File: src/rtl/msg_dma_pkg.sv
package msg_dma_pkg;

    typedef enum logic [1:0] {
        ST_IDLE = 2'd0,
        ST_XFER = 2'd1,
        ST_DONE = 2'd2
    } dma_state_t;

    localparam logic [1:0] SEL_COUNT = 2'd0;
    localparam logic [1:0] SEL_ADDR  = 2'd1;
    localparam logic [1:0] SEL_CTRL  = 2'd2;
    localparam logic [1:0] SEL_ACK   = 2'd3;

endpackage

File: src/rtl/dma_regs.sv
module dma_regs #(
    parameter int AW = 8,
    parameter int CW = 8
) (
    input  logic          clk,
    input  logic          rst_n,
    input  logic          cnt_wr,
    input  logic          addr_wr,
    input  logic [CW-1:0] cnt_in,
    input  logic [AW-1:0] addr_in,
    input  logic          busy,
    input  logic          beat,
    output logic [CW-1:0] cnt_q,
    output logic [AW-1:0] addr_q,
    output logic          cnt_zero,
    output logic          last_beat
);

    logic load_cnt;
    logic load_addr;

    // Register loads are refused while a transfer is running
    assign load_cnt  = cnt_wr  && !busy;
    assign load_addr = addr_wr && !busy;

    always_ff @(posedge clk) begin
        if (!rst_n) begin
            cnt_q <= '0;
        end else if (load_cnt) begin
            cnt_q <= cnt_in;
        end else if (beat) begin
            cnt_q <= cnt_q - 1'b1;
        end
    end

    always_ff @(posedge clk) begin
        if (!rst_n) begin
            addr_q <= '0;
        end else if (load_addr) begin
            addr_q <= addr_in;
        end else if (beat) begin
            addr_q <= addr_q + 1'b1;
        end
    end

    assign cnt_zero  = (cnt_q == '0);
    assign last_beat = (cnt_q == CW'(1));

    // one step per accepted word
    p_cnt_step_r5: assert property (@(posedge clk) disable iff (!rst_n)
        beat |=> cnt_q == CW'($past(cnt_q) - 1'b1));

    p_addr_step_r5: assert property (@(posedge clk) disable iff (!rst_n)
        beat |=> addr_q == AW'($past(addr_q) + 1'b1));

    // nothing moves while busy without a word
    p_busy_lock_r8: assert property (@(posedge clk) disable iff (!rst_n)
        (busy && !beat) |=> ($stable(cnt_q) && $stable(addr_q)));

endmodule

File: src/rtl/dma_fsm.sv
module dma_fsm
    import msg_dma_pkg::*;
(
    input  logic clk,
    input  logic rst_n,
    input  logic start_req,
    input  logic ack_req,
    input  logic cnt_zero,
    input  logic last_beat,
    input  logic beat,
    output logic busy,
    output logic done
);

    dma_state_t state_q;
    dma_state_t state_d;

    always_ff @(posedge clk) begin
        if (!rst_n) begin
            state_q <= ST_IDLE;
        end else begin
            state_q <= state_d;
        end
    end

    always_comb begin
        state_d = state_q;
        unique case (state_q)
            ST_IDLE: if (start_req) state_d = cnt_zero ? ST_DONE : ST_XFER;
            ST_XFER: if (beat && last_beat) state_d = ST_DONE;
            ST_DONE: if (ack_req) state_d = ST_IDLE;
            default: state_d = ST_IDLE;
        endcase
    end

    always_comb begin
        busy = 1'b0;
        done = 1'b0;
        unique case (state_q)
            ST_IDLE: ;
            ST_XFER: busy = 1'b1;
            ST_DONE: done = 1'b1;
            default: ;
        endcase
    end

    p_last_beat_r6: assert property (@(posedge clk) disable iff (!rst_n)
        (busy && beat && last_beat) |=> (done && !busy));

    p_done_hold_r7: assert property (@(posedge clk) disable iff (!rst_n)
        (done && !ack_req) |=> done);

    p_ack_release_r7: assert property (@(posedge clk) disable iff (!rst_n)
        (done && ack_req) |=> (!done && !busy));

    p_zero_start_r9: assert property (@(posedge clk) disable iff (!rst_n)
        (!busy && !done && start_req && cnt_zero) |=> done);

    p_stray_start_r10: assert property (@(posedge clk) disable iff (!rst_n)
        (busy && start_req && !beat) |=> busy);

endmodule

File: src/rtl/msg_dma.sv
module msg_dma
    import msg_dma_pkg::*;
#(
    parameter int DW = 16,
    parameter int AW = 8,
    parameter int CW = 8
) (
    input  logic          clk,
    input  logic          rst_n,
    input  logic          cpu_we,
    input  logic [1:0]    cpu_sel,
    input  logic [DW-1:0] cpu_wdata,
    output logic [DW-1:0] cpu_rdata,
    output logic          irq,
    input  logic          pv_valid,
    input  logic [DW-1:0] pv_data,
    output logic          pv_ready,
    output logic          mem_we,
    output logic [AW-1:0] mem_addr,
    output logic [DW-1:0] mem_wdata
);

    logic          start_req;
    logic          ack_req;
    logic          cnt_wr;
    logic          addr_wr;
    logic          busy;
    logic          done;
    logic          beat;
    logic          cnt_zero;
    logic          last_beat;
    logic [CW-1:0] cnt_q;
    logic [AW-1:0] addr_q;
    logic          wdata_unused;

    assign cnt_wr    = cpu_we && (cpu_sel == SEL_COUNT);
    assign addr_wr   = cpu_we && (cpu_sel == SEL_ADDR);
    assign start_req = cpu_we && (cpu_sel == SEL_CTRL);
    assign ack_req   = cpu_we && (cpu_sel == SEL_ACK);
    assign wdata_unused = ^cpu_wdata;

    assign beat = busy && pv_valid;

    dma_fsm u_fsm (
        .clk       (clk),
        .rst_n     (rst_n),
        .start_req (start_req),
        .ack_req   (ack_req),
        .cnt_zero  (cnt_zero),
        .last_beat (last_beat),
        .beat      (beat),
        .busy      (busy),
        .done      (done)
    );

    dma_regs #(.AW(AW), .CW(CW)) u_regs (
        .clk       (clk),
        .rst_n     (rst_n),
        .cnt_wr    (cnt_wr),
        .addr_wr   (addr_wr),
        .cnt_in    (cpu_wdata[CW-1:0]),
        .addr_in   (cpu_wdata[AW-1:0]),
        .busy      (busy),
        .beat      (beat),
        .cnt_q     (cnt_q),
        .addr_q    (addr_q),
        .cnt_zero  (cnt_zero),
        .last_beat (last_beat)
    );

    assign pv_ready  = busy;
    assign mem_we    = beat;
    assign mem_addr  = addr_q;
    assign mem_wdata = pv_data;
    assign irq       = done;

    always_comb begin
        cpu_rdata = '0;
        unique case (cpu_sel)
            SEL_COUNT: cpu_rdata[CW-1:0] = cnt_q;
            SEL_ADDR:  cpu_rdata[AW-1:0] = addr_q;
            SEL_CTRL:  cpu_rdata[1:0]    = {done, busy};
            default:   cpu_rdata = '0;
        endcase
    end

    // a zero-length start never reaches memory
    p_zero_no_write_r9: assert property (@(posedge clk) disable iff (!rst_n)
        (!pv_ready && !irq && start_req && cpu_rdata_cnt_is_zero()) |=> !mem_we);

    function automatic logic cpu_rdata_cnt_is_zero();
        return cnt_zero;
    endfunction

endmodule

File: config.mk
export PLATFORM = sky130hd
export DESIGN_NAME = msg_dma
export DESIGN_NICKNAME = d
export VERILOG_FILES = /design/src/rtl/msg_dma_pkg.sv /design/src/rtl/dma_regs.sv /design/src/rtl/dma_fsm.sv /design/src/rtl/msg_dma.sv
export SDC_FILE = /design/constraint.sdc
export NUM_CORES = 1
export LEC_CHECK = 0
export BUFFER_PORTS_ARGS = -buffer_cell sky130_fd_sc_hd__buf_2
export CAP_MARGIN = 40
export CORE_MARGIN = 2
export CORE_UTILIZATION = 47
export DETAILED_ROUTE_END_ITERATION = 8
export PLACE_DENSITY_LB_ADDON = 0.25
export SYNTH_ARGS = -nofsm -noshare
export SYNTH_HDL_FRONTEND = slang
export SYNTH_SLANG_ARGS = --single-unit
export TNS_END_PERCENT = 50
File: constraint.sdc
create_clock -name clk -period 2.6 [get_ports clk]
set_input_delay 0.13 -clock clk [delete_from_list [all_inputs] [get_ports clk]]
set_output_delay 0.13 -clock clk [all_outputs]
set_load 0.1 [all_outputs]
Yosys cells after proc, flatten, opt, wreduce, memory -nomap -nowiden:

Index checks and enable logic that the tools add are counted.

* register bits: 18
* input bits: 38
* output and inout bits: 43
* word-level logic and storage cells: 42

* add/subtract/negate cells: 2
* eq/ne operators: 9
* mux-type cells: 13
* reductions and logical operators: 15

Operators with widths (count)
* 8-bit 2-to-1 mux: 4
* 2-bit case mux with 3 select lines: 2
* 6-bit case mux with 2 select lines: 1
* 8-bit by 1-bit adder with 8-bit output, second input constant: 1
* 8-bit by 1-bit equality test with 1-bit output, second input constant: 1
* 1-bit logical AND: 8
* 8-bit zero test: 1
* 2-bit 2-to-1 mux: 4
* 8-bit by 1-bit subtractor with 8-bit output, second input constant: 1
* 2-bit equality test, second input constant: 3
* 2-bit by 1-bit equality test with 1-bit output, second input constant: 2
* 2-bit zero test: 2
* 2-bit != test, second input constant: 2
* 2-bit nonzero test: 2
* 3-bit AND reduction: 1
* 1-bit 2-to-1 mux: 2
* 2-bit by 1-bit != test with 1-bit output, second input constant: 1
* 1-bit zero test: 1

Depth between registers and ports, before layout:

* depth in word-level cells: 6
* depth in mapped cells: 6
* mapped depth without buffers: 5

Cells and area by module:

From an unflattened synthesis, not the netlist that was laid out.

* cell total of the unflattened synthesis: 165
* area, all modules: 1356.3 um^2

Modules (own cells, without submodules)
* dma_regs: instances 1, cells each 103, area each 870.8 um^2, sequential area each 320.3 um^2
* msg_dma: instances 1, cells each 50, area each 367.9 um^2, sequential area each 0.0 um^2
* dma_fsm: instances 1, cells each 12, area each 117.6 um^2, sequential area each 40.0 um^2

Worst setup path after synthesis:

Ideal clock, no wire load.

* kind: register to output
* start: reg u_regs.addr_q[1]
* end: out cpu_rdata[1]
* arrival: 2.696 ns
* data required time: 2.470 ns
* slack: -0.226 ns
* stages on the path, launching flop included: 3
* buffers on the path: 0
* path through: dfxtp_1 mux2i_1 o22ai_1

* cells in the longest elaborated chain, start to end: 1

Ends and longest elaborated chain
* start, declared: line dma_regs.sv:14 `output logic [AW-1:0] addr_q,`
* start signal, assigned: line dma_regs.sv:40 `addr_q <= addr_in;`
* start signal, assigned: line dma_regs.sv:42 `addr_q <= addr_q + 1'b1;`
* 2-bit case mux with 3 select lines: line msg_dma.sv:79 `unique case (cpu_sel)`
* end, declared: line msg_dma.sv:13 `output logic [DW-1:0] cpu_rdata,`

Every way passes these cells.

Worst setup path in the final report:

* start: reg u_fsm.state_q[0]
* end: out mem_we

* cells in the longest elaborated chain, start to end: 3

Ends and longest elaborated chain
* start, declared: line dma_fsm.sv:15 `dma_state_t state_q;`
* start signal, assigned: line dma_fsm.sv:22 `state_q <= state_d;`
* 2-bit by 1-bit equality test with 1-bit output: line dma_fsm.sv:39 `unique case (state_q)`
* 1-bit 2-to-1 mux: line dma_fsm.sv:39
* 1-bit logical AND: line msg_dma.sv:42 `assign beat = busy && pv_valid;`
* end, declared: line msg_dma.sv:18 `output logic mem_we,`

Every way passes these cells.

==> results.tsv <==
metric	value	unit
IO buf count	32	
reg2reg path depth	5	
crit start category	flop	
XOR/XNOR share of the synthesized area	1.82	%
Post-synth EDFFs	0	
Reg-to-Reg End	u_regs.cnt_q[2]	
# setup viols final	0	
Avg WL per Cell	15.2	um
Post-Synth Simple-Gate Area	26.3	%
FF+latch count, synth	18	
post-synthesis mux area share	6.26	%
area of the core	2980	um2
FMAX	522	MHz
area of the multi-input gates	850	um2
vias in the first global route	1199	
synthesis-to-layout area growth	1.56	%
via count	1336	
r2r startpoint	u_fsm.state_q[1]	
CP Class	flop to primary output	
Cell Chain, Critical Path	nand3b_4 -> inv_2 -> buf_2	
Post-synth top flop	dfxtp_1	
CTS buffer count	3	
hold_sp	cpu_wdata[0]	
Gate power share	37.7	%
Clock Latency Late Sink	0.30	ns
status	completed	
first-iteration detailed-routing DRC count	51	
Register Area	360	um2
Longest Clk Path Bufs	2	
CP required	2.47	ns
Static Leak	0.000668	uW
Sw Share	44.8	%
r2r setup slk	0.99	ns
clock transition at the registers of the reported paths	0.10	ns
post-cts sizing count	0	
Hold Path Depth	3	
Residual DRC	0	
grt ovf	0	
Crit path largest cell delay	0.49	ns
CP max-delay cell	buf_2	
Antenna Cells	0	
Clk pwr share	19.9	%
Die ar.	3520	um2
vias per cell	6.05	
CTS Hold Bufs	0	
RSZ-0062 raised after global routing	false	
depth of the CTS H-tree	1	
Synth Area in Adders	2.61	%
Layout Skew	0.00151	ns
Crit path max-delay family	buffers and inverters	
Cells after Synth	178	
crit path launch	u_fsm.state_q[0]	
Internal Power	407	uW
Die Wd	59.4	um
Syn Area/Cell	8.09	um2
post-synthesis compound-gate area fraction	19.5	%
CTS Root Buffer Type	clkbuf_4	
NetSw	330	uW
largest net degree at the start of global routing	19	
Slew Limit Fails	0	
YS warnings	0	
hold path endpoint	u_regs.addr_q[0]	
Tcrit/Tclk final	73.7	%
Post-synth ARST share	0	%
HPWL after detailed placement	2.54	mm
number of core rows	20	
ANT nets after route	0	
Reg power frac	42.4	%
critical path buffer and inverter count	2	
Mapped Area	1440	um2
Slew @ Worst Pin	0.539	ns
relative max-transition margin	64.0	%
Initial Util	48.4	%
NumNets Final	231	
WL final	3.37	mm
Post-Place Worst Slack	1.04	ns
post-synthesis sequential area ratio	25.0	%
initial antenna violation count	0	
setup bufs post-CTS	0	
wire length of the first global-routing pass	5.49	mm
crit end category	primary output	
Top Ports	81	
crit path max fanout	18	
MaxCap Viol Count	0	
Final Hold Viols	0	
drt first pass iters	4	
CTS tree	yes	
Tot Pwr	736	uW
PnR worst setup slack	0.685	ns
Worst Path Arrival	1.78	ns
die height	59.4	um
VDD IR-drop max	306	uV
pwr/cell area	504	nW/um2
layout cell share with drive strength beyond 1	24.5	%
Yosys cell types	44	
minimum clock period	1.91	ns
filler instances	300	
# clock sinks	18	
Hold Crit Class	input port to flop	
RD Place Congestion	0.761	
main combinational cell family by area after synthesis	simple AND/OR/NAND/NOR gates	
Tot GR Track Use	20.7	%
==> cells in the final DEF, fill, tap and decap left out, types with 5 or more instances in the layout <==
master and instances:
nor2_1 18, dfxtp_1 18, conb_1 8, inv_1 5, a21oi_1 11, mux2i_1 9, buf_2 32, nand3_1 15
a31oi_1 5, nand2_1 10
==> power groups by stage <==
stage	logic (uW)	clock network, uW	registers, uW
finish	277	147	312
global placement	276	0	318
floorplan	329	0	350
detailed placement	277	0	319
global route	296	162	316
CTS	278	151	312
==> layer usage <==
metal | GRT usage (%) | vias to the layer above | routed length, um | share of wire (%)
met1 | 26.4 | 640 | 1400 | 42
li1 | - | 633 | - | -
met4 | 7.79 | 0 | 51 | 1.5
met3 | 3.49 | 10 | 240 | 7.1
met2 | 34.9 | 53 | 1670 | 50
met5 | 0 | - | 0 | 0
==> tightest hold or removal path: stages <==
cell	delay, ns
buf_2	0.09
a221oi_2	0.05
nor2_1	0.07
==> stage by stage <==
step	hold WS [ns]	cells	TNS, ns	util [%]	cell area, um2
2_1_floorplan	0.248	185	-0.213	-	1470
3_3_place_gp	0.261	218	0	48.4	1440
3_5_place_dp	0.261	218	0	48.4	1440
4_1_cts	0.0816	221	0	49.1	1460
5_1_grt	0.0941	221	0	49.1	1460
6_report	0.0792	221	0	49.1	1460
==> registers in the layout (all words and copies together) (netlist names) <==
register       cells
u_regs.cnt_q       8
u_fsm.state_q      2
u_regs.addr_q      8
==> Yosys cell counts, drive strengths merged, types with 2 or more instances <==
| library cell | count | area share (%) |
|---|---|---|
| mux2i | 9 | 6.3 |
| dfxtp | 18 | 25 |
| inv | 7 | 2.0 |
| or4 | 3 | 1.6 |
| nor3b | 2 | 1.8 |
| nor2 | 18 | 4.7 |
| nand3b | 3 | 2.7 |
| a22oi | 4 | 2.1 |
| a31oi | 6 | 3.6 |
| xor2 | 2 | 1.2 |
| nor4 | 3 | 2.8 |
| o21ai | 4 | 1.4 |
| a21oi | 12 | 4.4 |
| a2bb2oi | 3 | 1.8 |
| and3 | 2 | 0.87 |
| nand2b | 3 | 1.3 |
| nand2 | 10 | 2.6 |
| nand4 | 4 | 1.7 |
| buf | 31 | 16 |
| o21a | 2 | 1.0 |
| ha | 3 | 2.6 |
| nand3 | 15 | 5.2 |
| o22ai | 4 | 1.7 |
==> area by class of cell <==
| cell class | count | area share [%] |
|---|---|---|
| Multi-Input combinational cell | 128 | 58.1 |
| Inverter | 7 | 1.97 |
| Tap cell | 33 | 2.82 |
| Timing Repair Buffer | 32 | 10.9 |
| Clock buffer | 3 | 1.54 |
| Sequential cell | 18 | 24.6 |
==> logic make-up after synthesis <==
group | Yosys count
and+or+nand+nor | 65
muxes | 9
other | 1
xor gates and xnor gates | 3
AOI/OAI and AO/OA | 40
buffers and inverters | 39
DFF | 18
adders and majority gates | 3
==> how the worst max path moves through the flow <==
| stage | to | slack (ns) | cells after the start |
|---|---|---|---|
| after floorplan | cpu_rdata[0] | -0.21 | 2 |
| after global placement | mem_we | 1.05 | 3 |
| after detailed placement | u_regs.cnt_q[2] | 1.04 | 5 |
| after CTS | mem_we | 0.70 | 3 |
| after global routing | mem_we | 0.58 | 3 |
| final | mem_we | 0.69 | 3 |
Note: power is estimated with default switching activity, not from simulation.
